<file path="src/rtl/rls_pkg.sv">
package rls_pkg;
  localparam logic [5:0] STAT_ID  = 6'b010100;
  localparam int         LINK_POS = 7;
  localparam int         AUI_POS  = 8;
  localparam int         TP_POS   = 9;
  localparam int         POL_POS  = 12;
  localparam int         CRS_POS  = 14;
endpackage

</file>
<file path="src/rtl/rls_link_mon.sv">
module rls_link_mon #(
  parameter int TO_CLKS = 5_000_000
) (
  input  logic clk,
  input  logic rst_n,
  input  logic act,
  output logic link_ok
);
  localparam int CW = $clog2(TO_CLKS + 1);
  logic [CW-1:0] idle_cnt;

  always_ff @(posedge clk) begin
    if (!rst_n) begin
      link_ok  <= 1'b0;
      idle_cnt <= '0;
    end else if (act) begin
      link_ok  <= 1'b1;
      idle_cnt <= '0;
    end else if (link_ok) begin
      if (idle_cnt == CW'(TO_CLKS - 1)) begin
        link_ok  <= 1'b0;
        idle_cnt <= '0;
      end else begin
        idle_cnt <= idle_cnt + 1'b1;
      end
    end
  end

  assert_act_links_R2: assert property (@(posedge clk) disable iff (!rst_n)
    act |=> link_ok);
  // the link only drops when the previous cycle carried no activity
  assert_quiet_fall_R3: assert property (@(posedge clk) disable iff (!rst_n)
    $fell(link_ok) |-> !$past(act));
endmodule

</file>
<file path="src/rtl/rls_pol_track.sv">
module rls_pol_track (
  input  logic clk,
  input  logic rst_n,
  input  logic act,
  input  logic link_ok,
  input  logic raw_bit,
  output logic pol_ok
);
  always_ff @(posedge clk) begin
    if (!rst_n) pol_ok <= 1'b0;
    else if (!link_ok) pol_ok <= act ? raw_bit : 1'b0;
  end

  assert_hold_while_up_R5: assert property (@(posedge clk) disable iff (!rst_n)
    link_ok |=> $stable(pol_ok));
  assert_clear_when_down_R5: assert property (@(posedge clk) disable iff (!rst_n)
    (!link_ok && !act) |=> !pol_ok);
endmodule

</file>
<file path="src/rtl/rls_crs_track.sv">
module rls_crs_track #(
  parameter int REL_CLKS = 20
) (
  input  logic clk,
  input  logic rst_n,
  input  logic frame_act,
  input  logic smp_valid,
  input  logic smp_bit,
  output logic crs
);
  localparam int CW = $clog2(REL_CLKS + 1);
  logic [CW-1:0] rel_cnt;
  logic          prev_bit;
  logic          rise;

  assign rise = smp_valid && smp_bit && !prev_bit;

  always_ff @(posedge clk) begin
    if (!rst_n) begin
      prev_bit <= 1'b0;
      rel_cnt  <= '0;
      crs      <= 1'b0;
    end else begin
      if (smp_valid) prev_bit <= smp_bit;
      if (frame_act || rise) rel_cnt <= '0;
      else if (crs && rel_cnt != CW'(REL_CLKS - 1)) rel_cnt <= rel_cnt + 1'b1;
      if (frame_act) crs <= 1'b1;
      else if (crs && !rise && rel_cnt == CW'(REL_CLKS - 1)) crs <= 1'b0;
    end
  end

  assert_frame_sets_R9: assert property (@(posedge clk) disable iff (!rst_n)
    frame_act |=> crs);
  assert_edge_keeps_R10: assert property (@(posedge clk) disable iff (!rst_n)
    (crs && rise) |=> crs);
  assert_fall_quiet_R10: assert property (@(posedge clk) disable iff (!rst_n)
    $fell(crs) |-> !$past(rise || frame_act));
endmodule

</file>
<file path="src/rtl/rx_line_status.sv">
module rx_line_status
  import rls_pkg::*;
#(
  parameter int CLK_HZ       = 100_000_000,
  parameter int FAIL_MS      = 50,
  parameter int CLKS_PER_BIT = 10,
  parameter int REL_CLKS     = 2 * CLKS_PER_BIT
) (
  input  logic        clk,
  input  logic        rst_n,
  input  logic        rx_valid,
  input  logic        rx_bit,
  output logic        rx_ready,
  output logic        dn_valid,
  output logic        dn_bit,
  input  logic        dn_ready,
  input  logic        link_pulse,
  input  logic        frame_act,
  input  logic        pol_fix_dis,
  input  logic        aui_sel,
  output logic [15:0] line_status
);
  localparam int LINK_TO_CLKS = CLK_HZ / 1000 * FAIL_MS;

  logic act, link_ok, pol_ok, crs, aui_q, tp_q, flip;

  assign act = link_pulse | frame_act;

  rls_link_mon #(.TO_CLKS(LINK_TO_CLKS)) u_link (
    .clk(clk), .rst_n(rst_n), .act(act), .link_ok(link_ok)
  );

  rls_pol_track u_pol (
    .clk(clk), .rst_n(rst_n), .act(act), .link_ok(link_ok),
    .raw_bit(rx_bit), .pol_ok(pol_ok)
  );

  rls_crs_track #(.REL_CLKS(REL_CLKS)) u_crs (
    .clk(clk), .rst_n(rst_n), .frame_act(frame_act),
    .smp_valid(rx_valid), .smp_bit(rx_bit), .crs(crs)
  );

  always_ff @(posedge clk) begin
    if (!rst_n) begin
      aui_q <= 1'b0;
      tp_q  <= 1'b0;
    end else begin
      aui_q <= aui_sel;
      tp_q  <= !aui_sel;
    end
  end

  assign flip     = link_ok && !pol_ok && !pol_fix_dis;
  assign dn_valid = rx_valid;
  assign rx_ready = dn_ready;
  assign dn_bit   = rx_bit ^ flip;

  always_comb begin
    line_status           = '0;
    line_status[5:0]      = STAT_ID;
    line_status[LINK_POS] = link_ok;
    line_status[AUI_POS]  = aui_q;
    line_status[TP_POS]   = tp_q;
    line_status[POL_POS]  = pol_ok;
    line_status[CRS_POS]  = crs;
  end

  assert_port_excl_R11: assert property (@(posedge clk) disable iff (!rst_n)
    $countones({aui_q, tp_q}) <= 1);
endmodule

</file>
<file path="config.mk">
export PLATFORM = sky130hd
export DESIGN_NAME = rx_line_status
export DESIGN_NICKNAME = d
export VERILOG_FILES = /design/src/rtl/rls_pkg.sv /design/src/rtl/rls_link_mon.sv /design/src/rtl/rls_pol_track.sv /design/src/rtl/rls_crs_track.sv /design/src/rtl/rx_line_status.sv
export SDC_FILE = /design/constraint.sdc
export NUM_CORES = 1
export LEC_CHECK = 0
export ABC_AREA = 1
export BUFFER_PORTS_ARGS = -buffer_cell sky130_fd_sc_hd__buf_4
export CORE_MARGIN = 2
export CORE_UTILIZATION = 39
export DETAILED_ROUTE_END_ITERATION = 12
export SYNTH_ARGS = -nofsm -noshare
export SYNTH_HDL_FRONTEND = slang
export SYNTH_HIERARCHICAL = 1
export SYNTH_SLANG_ARGS = --single-unit
</file>
<file path="constraint.sdc">
create_clock -name clk -period 1.9 [get_ports clk]
set_input_delay 0.095 -clock clk [delete_from_list [all_inputs] [get_ports clk]]
set_output_delay 0.095 -clock clk [all_outputs]
set_load 0.05 [all_outputs]
</file>
; ---- After elaboration in Yosys (flattened, before gate mapping)
; Index checks and enable logic that the tools add are counted.
[totals]
register_bits = 34
in_bits = 9
output_inout_bits = 19
elab_cells = 39
[classes]
addsub = 2
eq_ne = 3
muxes = 7
n_bitwise = 3
n_reduce_logical = 16
[op_table]
columns = operator, count
row1 = $add 23x1->23 const B, 1
row2 = $eq 23x23->1 const B, 1
row3 = $mux 23, 1
row4 = $logic_and 1x1->1, 7
row5 = $mux 1, 6
row6 = $add 5x1->5 const B, 1
row7 = $eq 5x5->1 const B, 1
row8 = $logic_not 1->1, 5
row9 = $ne 5x5->1 const B, 1
row10 = $reduce_or 2->1, 2
row11 = $reduce_bool 2->1, 1
row12 = $logic_or 1x1->1, 1
row13 = $not 1->1, 1
row14 = $or 1x1->1, 1
row15 = $xor 1x1->1, 1

; ---- Logic depth before layout (Yosys ltp)
[depth]
depth_word = 7
mapped_depth = 9
depth_no_buf = 9

; ---- By module
; The synthesis kept the hierarchy.
[by_module_without_submodules]
columns = mod, instances, cells_each, area_per_inst_um2, seq_area_each_um2
row1 = rls_link_mon, 1, 231, 1503.9, 480.5
row2 = rls_crs_track, 1, 54, 370.4, 140.1
row3 = rx_line_status, 1, 36, 242.7, 40.0
row4 = rls_pol_track, 1, 6, 40.0, 20.0

; ---- Least setup slack after synthesis
; No wires, ideal clock.
[synth_timing]
path_kind = register to register
startpoint = reg u_link.idle_cnt[1]
endpoint = reg u_link.idle_cnt[14]
setup_time_ps = 119
t_arrival_ps = 1212
t_required_ps = 1781
path_slack_ps = 568
stages_incl_launch_ff = 8
path_buffers = 0
synth_period_minus_slack_ps = 1332
cell_sequence = dfxtp_1 > ha_1 > nand3_2 > nor2_4 > nand3_2 > nor2_1 > xor2_1 > nor2_1
[synth_between]
elab_chain_cells = 2
word_cells_on_any_way = 3
classes_between = add/sub: 1 / eq/ne: 1 / mux: 1
[synth_rtl]
columns = element, line_no
row1 = start: declaration, rls_link_mon.sv:10  ; logic [CW-1:0] idle_cnt;
row2 = start signal: assignment, rls_link_mon.sv:24  ; idle_cnt <= idle_cnt + 1'b1;
row3 = $add 23x1->23 or $eq 23x23->1 (tied branches), "rls_link_mon.sv:24, rls_link_mon.sv:20"
row4 = $mux 23 *, rls_link_mon.sv:20  ; if (idle_cnt == CW'(TO_CLKS - 1)) begin
; Every way passes the cells marked *; elsewhere a longest branch is shown, timed or not.
; A chain may end at the register's enable or synchronous reset.

; ---- Final worst setup path
[layout_timing]
startpoint = reg u_link.idle_cnt[1]
endpoint = reg u_link.idle_cnt[22]
; The elaborated chain is that of the path after synthesis.

==> flow_summary_export.csv <==
group,metric,value,unit
floorplan,die_area,0.00614,mm²
routing,wl_per_cell,10.0,µm
routing,vias,1824,
layout,n_antenna_cell,0,
layout,fin_cells,411,
floorplan,core_area,0.00544,mm²
sta,finalHoldViolations,0,
sta,slew_violations,0,
clock_network,clock_latency,0.28,ns
clock_network,cts_setup_buffers,0,
synth,synth_area_per_cell,6.60,µm²
routing,dr.pass1.iters,4,
setup_path,cp_slowest_cell,"dfxtp_1",
clock_network,cts.repair.resized,0,
global_routing,grt_antenna_before_repair,0,
sta,timing.fmax,681,MHz
routing,antenna_left,0,
placed_design,io_buffers,14,
min_path,min_from,"rst_n",
run_status,status,"finished, final reports clean",
global_routing,grt_pass1_vias,1626,
placed_design,hpwlAfterDp,3160,µm
sta,clock_skew,0.00681,ns
setup_path,cp.arrival,1.69,ns
min_path,hold-path-cell-count,3,
synth,synth-seq-cells,34,
synth,ys_seq_area_frac,0.316,
floorplan,dieWidth,78.4,µm
min_path,hold-path-endpoint,"aui_q",
clock_network,hold_buffers,1,
setup_path,end_kind,"flop",
clock_network,h-tree-depth,2,
clock_network,cts_root_buf,"clkbuf_8",
layout,areaGrowthSynthToFinish,8.64,%
clock_network,clock-sinks,34,
setup_path,critical_path_class,"flop to flop",
global_routing,grt_first_pass_wirelength,7270,µm
routing,wirelength,4130,µm
synth,syn-cell-area,0.00216,mm²
floorplan,ioPinCount,28,
setup_path,crit_chain,"ha_1 > nand2_1 > nor2_1 > nand3_1 > nor2_1 > nand3_1 > nand2_1 > nand2_1 > nor2_1",
sta,min_period_over_period,0.773,
setup_path,required,2.12,ns
synth,yosysWarnings,6,
synth,synth_top_area_share,0.316,
setup_path,crit_fanout,4,
sta,tns,0,ns
synth,synthTopCellsByArea,"dfxtp_1, nand2_1, nor2_1",
setup_path,r2r_slack,0.43,ns
setup_path,r2r-start,"u_link/idle_cnt[1]",
global_routing,grt-ovfl-total,0,
clock_network,clock_path_buffers,2,
clock_network,cts_buffers,5,
floorplan,start_util,0.397,
synth,yosysUniqueCellTypes,27,
layout,drive_above_1_share,0.180,
global_routing,track_usage,0.147,
power,peakVddDrop,0.319,mV
placed_design,gp_congestion,0.827,
min_path,hp-class,"primary input to flop",
synth,syn_inst,327,
setup_path,regToRegEndpoint,"u_link/idle_cnt[22]",
routing,via_per_inst,4.44,
setup_path,start_kind,"flop",
setup_path,cp_slowest_stage_delay,0.39,ns
floorplan,die_height,78.4,µm
synth,synth_top_area_cell,"dfxtp_1",
clock_network,clkTransAtPathRegs,0.07,ns
clock_network,cts_tree,"yes",
routing,drc_errors,0,
placed_design,dp.cells,402,
sta,setup_viol,0,
power,leakage,0.894,nW
setup_path,worstRegToRegCells,9,
power,cellPowerDensity,617,mW/mm²
floorplan,num_rows,27,
routing,dr.first_iter.drc_count,106,
layout,final_cell_mix,"nand2_1, nor2_1, inv_1",
layout,layout_commonest_cell,"nand2_1",
sta,rsz0062_at_grt,"false",
global_routing,grt_max_degree,17,
flow_run,drv_cap,0,
layout,final_nets,349,
sta,period_minus_slack,1.47,ns
==> worst max path at each step <==
stage / slack [ns] / endpoint / start
floorplan: 0.57 / u_link/idle_cnt[14] / u_link/idle_cnt[1]
global placement: 0.47 / u_link/idle_cnt[22] / u_link/idle_cnt[1]
finish: 0.43 / u_link/idle_cnt[22] / u_link/idle_cnt[1]
CTS: 0.42 / u_link/idle_cnt[22] / u_link/idle_cnt[1]
detailed placement: 0.45 / u_link/idle_cnt[22] / u_link/idle_cnt[1]
global route: 0.25 / u_link/idle_cnt[22] / u_link/idle_cnt[1]
==> cell usage after synthesis <==
cell,n
o21ai_0,3
nand3_1,33
nand2_1,63
inv_1,42
o21bai_2,1
nand2_2,9
nor2_1,57
a21o_1,1
clkbuf_1,2
xnor2_1,2
conb_1,2
xor2_1,8
buf_6,1
buf_4,18
nor2_4,7
buf_2,1
nor3_2,1
nor2_2,11
a21boi_0,1
a21oi_1,8
nand3_2,2
ha_1,2
nand3_4,1
dfxtp_1,34
inv_2,6
nand4_1,10
or2_1,1
==> state kept, by name (all words and copies together), names as in the netlist <==
| register | count |
|---|---|
| u_link/link_ok | 1 |
| aui_q | 1 |
| u_crs/crs | 1 |
| tp_q | 1 |
| u_crs/rel_cnt | 5 |
| u_crs/prev_bit | 1 |
| u_pol/pol_ok | 1 |
| u_link/idle_cnt | 23 |
==> worst max-delay path: cells and delay by family, from the launching register on <==
family | cells | cell delay [ns]
simple gates | 8 | 0.75
fa+ha+maj | 1 | 0.25
flops | 1 | 0.39
==> power breakdown <==
group | leakage [nW] | internal (mW) | switching [mW]
clock | 0.0482 | 0.292 | 0.250
combinational | 0.570 | 0.0414 | 0.131
sequential | 0.276 | 0.722 | 0.00919
==> per-layer routing <==
metal  up-vias  routed length, µm  GRT usage
met1       791               2120      0.195
met5         -                  0          0
met2        30               1790      0.234
met3         2                191     0.0368
li1       1001                  -          -
met4         0                 24     0.0474
==> layout make-up <==
class | instances | area (µm²)
fill | 575 | 3100
multi-input combinational | 232 | 1170
sequential | 34 | 681
inverter | 48 | 180
timing repair buffer | 17 | 130
tap | 72 | 90.1
clock buffer | 7 | 86.3
clock inverter | 1 | 5.00
==> cell families (layout without fill, tap and decap cells) <==
family | count (synthesis) | in the layout | synth area share
flip-flops | 34 | 34 | 0.316
other | 2 | 11 | 0.00348
buffers and inverters | 70 | 73 | 0.157
XOR/XNOR | 10 | 10 | 0.0406
AO/OA/AOI/OAI | 14 | 14 | 0.0377
AND/OR/NAND/NOR | 195 | 195 | 0.434
adder cells (fa/ha/maj) | 2 | 2 | 0.0116
==> through the flow <==
stage	utilization	hold slack, ns	cell area, µm²	setup slack, ns	total power [mW]
after detailed placement	0.412	0.190	2240	0.445	0.919
after floorplan	-	0.166	2190	0.568	0.912
after global placement	0.412	0.190	2240	0.475	0.919
after global routing	0.431	0.0515	2340	0.252	1.52
after CTS	0.431	0.0473	2340	0.421	1.47
final	0.431	0.0532	2340	0.431	1.45
Note: power is estimated with default switching activity, not from simulation.
